`config.mk`:
```
export PLATFORM = sky130hd
export DESIGN_NAME = twi_byte_engine
export DESIGN_NICKNAME = d
export VERILOG_FILES = /design/src/rtl/twi_eng_pkg.sv /design/src/rtl/twi_qtr_div.sv /design/src/rtl/twi_bit_seq.sv /design/src/rtl/twi_byte_engine.sv
export SDC_FILE = /design/constraint.sdc
export NUM_CORES = 1
export LEC_CHECK = 0
export ABC_AREA = 1
export BUFFER_PORTS_ARGS = -buffer_cell sky130_fd_sc_hd__buf_2
export CAP_MARGIN = 20
export CORE_MARGIN = 10
export CORE_UTILIZATION = 50
export CTS_CLUSTER_DIAMETER = 120
export CTS_CLUSTER_SIZE = 25
export DETAILED_ROUTE_END_ITERATION = 8
export GPL_TIMING_DRIVEN = 0
export PLACE_DENSITY_LB_ADDON = 0.3
export SLEW_MARGIN = 20
export SYNTH_ARGS = -nofsm -noshare
export SYNTH_HDL_FRONTEND = slang
export SYNTH_SLANG_ARGS = --single-unit
```
`constraint.sdc`:
```
create_clock -name clk -period 3.6 [get_ports clk]
set_input_delay 0.18 -clock clk [delete_from_list [all_inputs] [get_ports clk]]
set_output_delay 0.18 -clock clk [all_outputs]
set_load 0.05 [all_outputs]
```
`src/rtl/twi_eng_pkg.sv`:
```
// Shared command codes, operation kinds and decode helpers for the
// two-wire byte engine. Assumes a 4-bit command field.
package twi_eng_pkg;

    typedef enum logic [3:0] {
        CMD_NOP     = 4'b0000,
        CMD_RD_ACK  = 4'b0001,
        CMD_WR      = 4'b0011,
        CMD_STOP    = 4'b0101,
        CMD_RD_LAST = 4'b0110,
        CMD_START   = 4'b1001
    } cmd_e;

    typedef enum logic [2:0] {
        OP_NONE, OP_START, OP_STOP, OP_WR, OP_RD_ACK, OP_RD_LAST
    } op_e;

    localparam int unsigned BYTE_BITS = 8;

    // True for every defined code, including the no-op.
    function automatic logic cmd_legal(input logic [3:0] c);
        case (c)
            CMD_NOP, CMD_RD_ACK, CMD_WR, CMD_STOP, CMD_RD_LAST, CMD_START: return 1'b1;
            default: return 1'b0;
        endcase
    endfunction

    // Maps a code to the bus operation it launches (none for no-op/illegal).
    function automatic op_e cmd_to_op(input logic [3:0] c);
        case (c)
            CMD_START:   return OP_START;
            CMD_STOP:    return OP_STOP;
            CMD_WR:      return OP_WR;
            CMD_RD_ACK:  return OP_RD_ACK;
            CMD_RD_LAST: return OP_RD_LAST;
            default:     return OP_NONE;
        endcase
    endfunction

endpackage

```
`src/rtl/twi_qtr_div.sv`:
```
// Quarter-period tick generator. Emits one tick every DIV cycles while
// run is high; restart realigns the count so a new command starts on a
// full quarter. Assumes DIV >= 1.
module twi_qtr_div #(
    parameter int unsigned DIV = 160
) (
    input  logic clk,
    input  logic rst_n,
    input  logic run,
    input  logic restart,
    output logic tick
);
    localparam int unsigned CW = (DIV > 1) ? $clog2(DIV) : 1;
    localparam logic [CW-1:0] LAST = CW'(DIV - 1);

    logic [CW-1:0] cnt;

    // Count system clocks within one quarter of the serial clock.
    always_ff @(posedge clk) begin
        if (!rst_n || restart || !run || cnt == LAST) begin
            cnt <= '0;
        end else begin
            cnt <= cnt + 1'b1;
        end
    end

    assign tick = run && !restart && (cnt == LAST);
endmodule

```
`src/rtl/twi_bit_seq.sv`:
```
// Bit-slot sequencer. Runs one operation as slots of four quarters
// (SCK low in quarters 0-1, high in 2-3), samples the line entering
// quarter 2 and drives the line from quarter 1. Assumes tx_byte is held
// stable while busy and that ticks arrive only from the divider.
module twi_bit_seq
    import twi_eng_pkg::*;
(
    input  logic       clk,
    input  logic       rst_n,
    input  logic       launch,
    input  op_e        op_in,
    input  logic [7:0] tx_byte,
    input  logic       tick,
    input  logic       sda_i,
    input  logic       free_run,
    output logic       busy,
    output logic       done,
    output op_e        op_cur,
    output logic [7:0] rx_byte,
    output logic       ack_bit,
    output logic       sck,
    output logic       sda_oe
);
    localparam logic [3:0] ACK_SLOT = 4'(BYTE_BITS);

    logic [1:0] q;
    logic [3:0] slot;
    logic       oe_hold;
    logic [2:0] bit_idx;
    logic       is_byte;
    logic       is_rd;
    logic       last_slot;

    assign is_rd     = (op_cur == OP_RD_ACK) || (op_cur == OP_RD_LAST);
    assign is_byte   = is_rd || (op_cur == OP_WR);
    assign last_slot = !is_byte || (slot == ACK_SLOT);
    assign bit_idx   = 3'(4'd7 - slot);
    assign rx_byte   = rx_shift;

    logic [7:0] rx_shift;

    // Advance quarters and slots, capture line samples, flag completion.
    always_ff @(posedge clk) begin
        if (!rst_n) begin
            busy     <= 1'b0;
            done     <= 1'b0;
            op_cur   <= OP_NONE;
            q        <= '0;
            slot     <= '0;
            rx_shift <= '0;
            ack_bit  <= 1'b1;
        end else begin
            done <= 1'b0;
            if (launch) begin
                op_cur <= op_in;
                busy   <= 1'b1;
                q      <= '0;
                slot   <= '0;
            end else if (tick) begin
                if (busy && q == 2'd1 && is_byte && slot == ACK_SLOT) begin
                    ack_bit <= sda_i;
                end
                if (busy && q == 2'd1 && is_rd && slot != ACK_SLOT) begin
                    rx_shift <= {rx_shift[6:0], sda_i};
                end
                if (q == 2'd3) begin
                    q <= '0;
                    if (busy && last_slot) begin
                        busy <= 1'b0;
                        done <= 1'b1;
                    end else if (busy) begin
                        slot <= slot + 1'b1;
                    end
                end else begin
                    q <= q + 1'b1;
                end
            end
        end
    end

    // Remember the last driven line state for quarter 0 and idle.
    always_ff @(posedge clk) begin
        if (!rst_n) begin
            oe_hold <= 1'b0;
        end else begin
            oe_hold <= sda_oe;
        end
    end

    // Derive the clock and the line pull from the sequencer state.
    always_comb begin
        sck    = 1'b1;
        sda_oe = oe_hold;
        if (busy) begin
            sck = q[1];
            if (q != 2'd0) begin
                case (op_cur)
                    OP_START:   sda_oe = (q == 2'd3);
                    OP_STOP:    sda_oe = (q != 2'd3);
                    OP_WR:      sda_oe = (slot == ACK_SLOT) ? 1'b0 : !tx_byte[bit_idx];
                    OP_RD_ACK:  sda_oe = (slot == ACK_SLOT);
                    OP_RD_LAST: sda_oe = 1'b0;
                    default:    sda_oe = oe_hold;
                endcase
            end
        end else if (free_run) begin
            sck = q[1];
        end
    end
endmodule

```
`src/rtl/twi_byte_engine.sv`:
```
// Command-driven two-wire master. Holds the data and status registers,
// decodes commands written while idle and launches one bus primitive
// per command. Assumes ctrl_wr and data_wr are not asserted together.
module twi_byte_engine
    import twi_eng_pkg::*;
#(
    parameter int unsigned DIV = 160
) (
    input  logic       clk,
    input  logic       rst_n,
    input  logic       data_wr,
    input  logic [7:0] data_wdata,
    output logic [7:0] data_rdata,
    input  logic       ctrl_wr,
    input  logic [3:0] ctrl_wdata,
    output logic [7:0] ctrl_rdata,
    output logic       sck,
    output logic       sda_oe,
    input  logic       sda_i,
    output logic       irq
);
    logic [7:0] data_q;
    logic       err_q;
    logic       rx_ack_q;
    logic       tx_ack_q;
    logic       free_run_q;
    logic       busy;
    logic       done;
    logic       tick;
    logic       launch;
    logic       legal;
    logic       ack_bit;
    logic [7:0] rx_byte;
    op_e        op_new;
    op_e        op_cur;

    assign legal  = cmd_legal(ctrl_wdata);
    assign op_new = cmd_to_op(ctrl_wdata);
    assign launch = ctrl_wr && !busy && (op_new != OP_NONE);

    twi_qtr_div #(.DIV(DIV)) u_div (
        .clk     (clk),
        .rst_n   (rst_n),
        .run     (busy || free_run_q),
        .restart (launch),
        .tick    (tick)
    );

    twi_bit_seq u_seq (
        .clk      (clk),
        .rst_n    (rst_n),
        .launch   (launch),
        .op_in    (op_new),
        .tx_byte  (data_q),
        .tick     (tick),
        .sda_i    (sda_i),
        .free_run (free_run_q),
        .busy     (busy),
        .done     (done),
        .op_cur   (op_cur),
        .rx_byte  (rx_byte),
        .ack_bit  (ack_bit),
        .sck      (sck),
        .sda_oe   (sda_oe)
    );

    // Command acceptance, error flag and idle clock enable.
    always_ff @(posedge clk) begin
        if (!rst_n) begin
            err_q      <= 1'b0;
            free_run_q <= 1'b0;
        end else if (ctrl_wr && !busy) begin
            err_q <= !legal;
            if (legal) begin
                free_run_q <= (op_new != OP_NONE);
            end
        end
    end

    // Data register and acknowledge flags, updated by writes and completions.
    always_ff @(posedge clk) begin
        if (!rst_n) begin
            data_q   <= '0;
            rx_ack_q <= 1'b1;
            tx_ack_q <= 1'b1;
        end else begin
            if (data_wr && !busy) begin
                data_q <= data_wdata;
            end
            if (done) begin
                case (op_cur)
                    OP_WR:      rx_ack_q <= ack_bit;
                    OP_RD_ACK:  begin data_q <= rx_byte; tx_ack_q <= 1'b0; end
                    OP_RD_LAST: begin data_q <= rx_byte; tx_ack_q <= 1'b1; end
                    default:    ;
                endcase
            end
        end
    end

    assign data_rdata = data_q;
    assign ctrl_rdata = {err_q, busy, rx_ack_q, tx_ack_q, 4'b0000};
    assign irq        = done;
endmodule

```
==> impl_metrics.ini <==
[power]
p_comb_share_pct = 14.0
pwr-share-clk_pct = 38.8
leakage_nw = 1.13
swShare_pct = 26.8
switchingPower_mw = 0.268
peakVddDrop_mv = 0.285
p_seq_share_pct = 47.1
internal-power_mw = 0.731
power.density_mw_per_mm2 = 397

[setup_path]
crit_path_cell_trace = inv_1 > ha_1 > nand3_1 > nor3_1 > nor4_1 > nand2_1 > nand2_1 > inv_1 > buf_2
cpLargestDelayFamily = simple AND/OR/NAND/NOR gates
rr_startpoint = u_seq.slot[0]$_SDFFE_PP0P_
r2r_setup_slack_ns = 1.71
cp_max_fo = 8
r2r_cells = 8
arrival_ns = 2.06
crit_buf_inv = 3
required_ns = 3.42
crit_path_max_incr_delay_ns = 0.44
reg2reg_to = u_seq.slot[2]$_SDFFE_PP0P_
crit_path_end_kind = output pin
cp-start-kind = flip-flop
criticalPathCategory = flip-flop to output pin
cpMaxStageDelayCell = dfxtp_1

[timing]
finalWorstSetupSlack_ns = 1.36
hold_violations = 0
layout_min_cycle_time_ns = 2.24
finalSetupViolCount = 0
rsz0062_at_grt = false
clock_skew_ns = 0.00608
fin_tns_setup_ns = 0
maxSlewViolCount = 0
fin_crit_sh_pct = 62.1
whs_ns = 0.140
max_clock_freq_ghz = 0.447

[hold_path]
hold_end = data_rdata[5]$_SDFF_PN0_
min_path_cells = 3
min_path_type = input pin to flip-flop
hold_start = data_wdata[5]

[clocking]
clkSlewWorstSetupHoldPaths_ns = 0.08
numCtsBuffers = 5
clk_path_buf_depth = 2
cts_sinks = 41
cts_setup_buffers = 0
ctsResizeCount = 0
cts_tree = yes
cts_root_buffer = clkbuf_8
htreeDepth = 2
holdBufCountCts = 0
clock_latency_ns = 0.30

[drt]
ant_nets = 0
drt_first_pass_iters = 4
drc = 0
routed_wirelength_um = 4740
via_count = 2019
first_iter_violations = 199
wl_per_cell_um = 11.8
via_per_inst = 5.02

[finish]
synthToLayoutAreaGrowth_pct = 16.1
final_area_mm2 = 0.00252
num-nets-final = 374
fillCellCount = 375
layout-drive-gt1-share_pct = 20.2
n_antenna_cell = 0
final_cell_mix = 52 x nand2_1, 49 x inv_1, 41 x dfxtp_1
layout_commonest_cell = nand2_1

[global_route]
overflow = 0
grt_max_degree = 14
grt_pass1_vias = 1882
grtUsageTotal_pct = 13.2
grt_first_pass_wirelength_um = 8140
grt_antenna_before_repair = 0

[run_status]
status = finished clean

[synthesis]
yosys.area_share.simple_pct = 29.1
synth_seq_cells = 41
yosysSeqAreaShare_pct = 37.9
synth_cell_type_count = 32
async_flop_share_pct = 0
avgSynthCellArea_um2 = 6.99
synth_ff_type = dfxtp_1
synth_top_family_by_area = simple AND/OR/NAND/NOR gates
synth_mux_area_share_pct = 0
syn-cell-area_mm2 = 0.00217
synth_edf_count = 0
syn_inst = 310
synth_compound_area_share_pct = 14.7
yosysWarnings = 0
synth_xor_area_share_pct = 0.808
synth_adder_area_share_pct = 3.46

[floorplan]
initial_core_util_pct = 53.1
floorplan.rows = 23
die_x_um = 85.9
dieArea_mm2 = 0.00737
ios = 36
coreArea_mm2 = 0.00409
fp.dieH_um = 85.9

[place]
hpwlAfterDp_um = 3700
dpl_cell_area_mm2 = 0.00240
place.gp.congestion = 0.892
io_buffers = 31
place_ws_ns = 1.70

[flow_run]
maxCapViolations = 0
## registers in the layout, indices dropped and copies added, names as in the netlist, 2 cells and up
signal	count
u_seq.q	2
u_seq.rx_byte	8
u_div.cnt	8
u_seq.slot	4
data_rdata	8
u_seq.op_cur	3
## power by group through the flow
| stage | Sequential (mW) | Clock, mW | Combinational, mW |
|---|---|---|---|
| floorplan | 0.500 | 0 | 0.0871 |
| global placement | 0.481 | 0 | 0.140 |
| detailed placement | 0.482 | 0 | 0.141 |
| CTS | 0.471 | 0.395 | 0.141 |
| global route | 0.473 | 0.412 | 0.154 |
| finish | 0.471 | 0.388 | 0.140 |
## synthesized netlist by cell type (2+ instances only)
library cell	instances	share of area (%)
nor3_2	2	0.92
nand2_1	52	9.0
or2_2	2	0.58
o21ai_0	20	4.6
o21ai_1	11	2.5
ha_1	6	3.5
nand4_1	8	2.3
dfxtp_1	41	38
inv_1	49	8.5
nor2_1	35	6.1
xor2_1	2	0.81
a31oi_1	5	1.4
nor3_1	6	1.4
nand3_1	14	3.2
a21oi_1	20	4.6
inv_2	6	1.0
nor2_2	5	1.4
buf_4	9	3.1
clkbuf_1	4	0.69
## per-stage QoR
stage / utilization [%] / instances / power [mW]
floorplan: - / 313 / 0.588
global placement: 58.7 / 394 / 0.622
detailed placement: 58.7 / 394 / 0.622
CTS: 61.6 / 402 / 1.01
global route: 61.6 / 402 / 1.04
finish: 61.6 / 402 / 1.00
## worst max-delay path by stage
stage,startpoint,end,slack (ns),cells after the start
after floorplan,u_seq.slot[0]$_SDFFE_PP0P_,sda_oe,1.94,8
after global placement,u_seq.slot[0]$_SDFFE_PP0P_,sda_oe,1.74,9
after detailed placement,u_seq.slot[0]$_SDFFE_PP0P_,sda_oe,1.70,9
after CTS,u_seq.slot[0]$_SDFFE_PP0P_,sda_oe,1.37,9
after global routing,u_seq.slot[0]$_SDFFE_PP0P_,sda_oe,1.19,9
final,u_seq.slot[0]$_SDFFE_PP0P_,sda_oe,1.36,9
## kinds of logic (layout without fill, tap and decap cells)
kind of cell,Yosys count,after routing
other cells,1,4
fa+ha+maj,6,6
xor+xnor,2,2
buf+inv,69,108
flops,41,41
simple gates,131,131
compound gates,60,60
## worst register-to-register path: stages, from the launching register on
cell and delay, ns:
dfxtp_1 0.44, inv_1 0.16, ha_1 0.23, nand3_1 0.22
o21ai_0 0.19, nor2_2 0.18, nand4_1 0.14, o21ai_0 0.17
nor2_1 0.06
## routing by layer
metal / part of all wire, % / track usage (%)
met5: 0 / 0
met4: 1.5 / 5.24
met2: 46 / 20.9
met1: 46 / 16.1
met3: 7.2 / 4.45
## cell type report
cell class,instances,area (um2),area share [%]
Clock inverter,2,37.5,1.49
Multi-Input combinational cell,203,1060,42.0
Tap cell,50,62.6,2.49
Clock buffer,6,82.6,3.28
Inverter,55,206,8.20
Sequential cell,41,821,32.6
Buffer,14,93.8,3.73
Timing Repair Buffer,31,155,6.16
No activity file was read; power rests on OpenSTA's default activity.
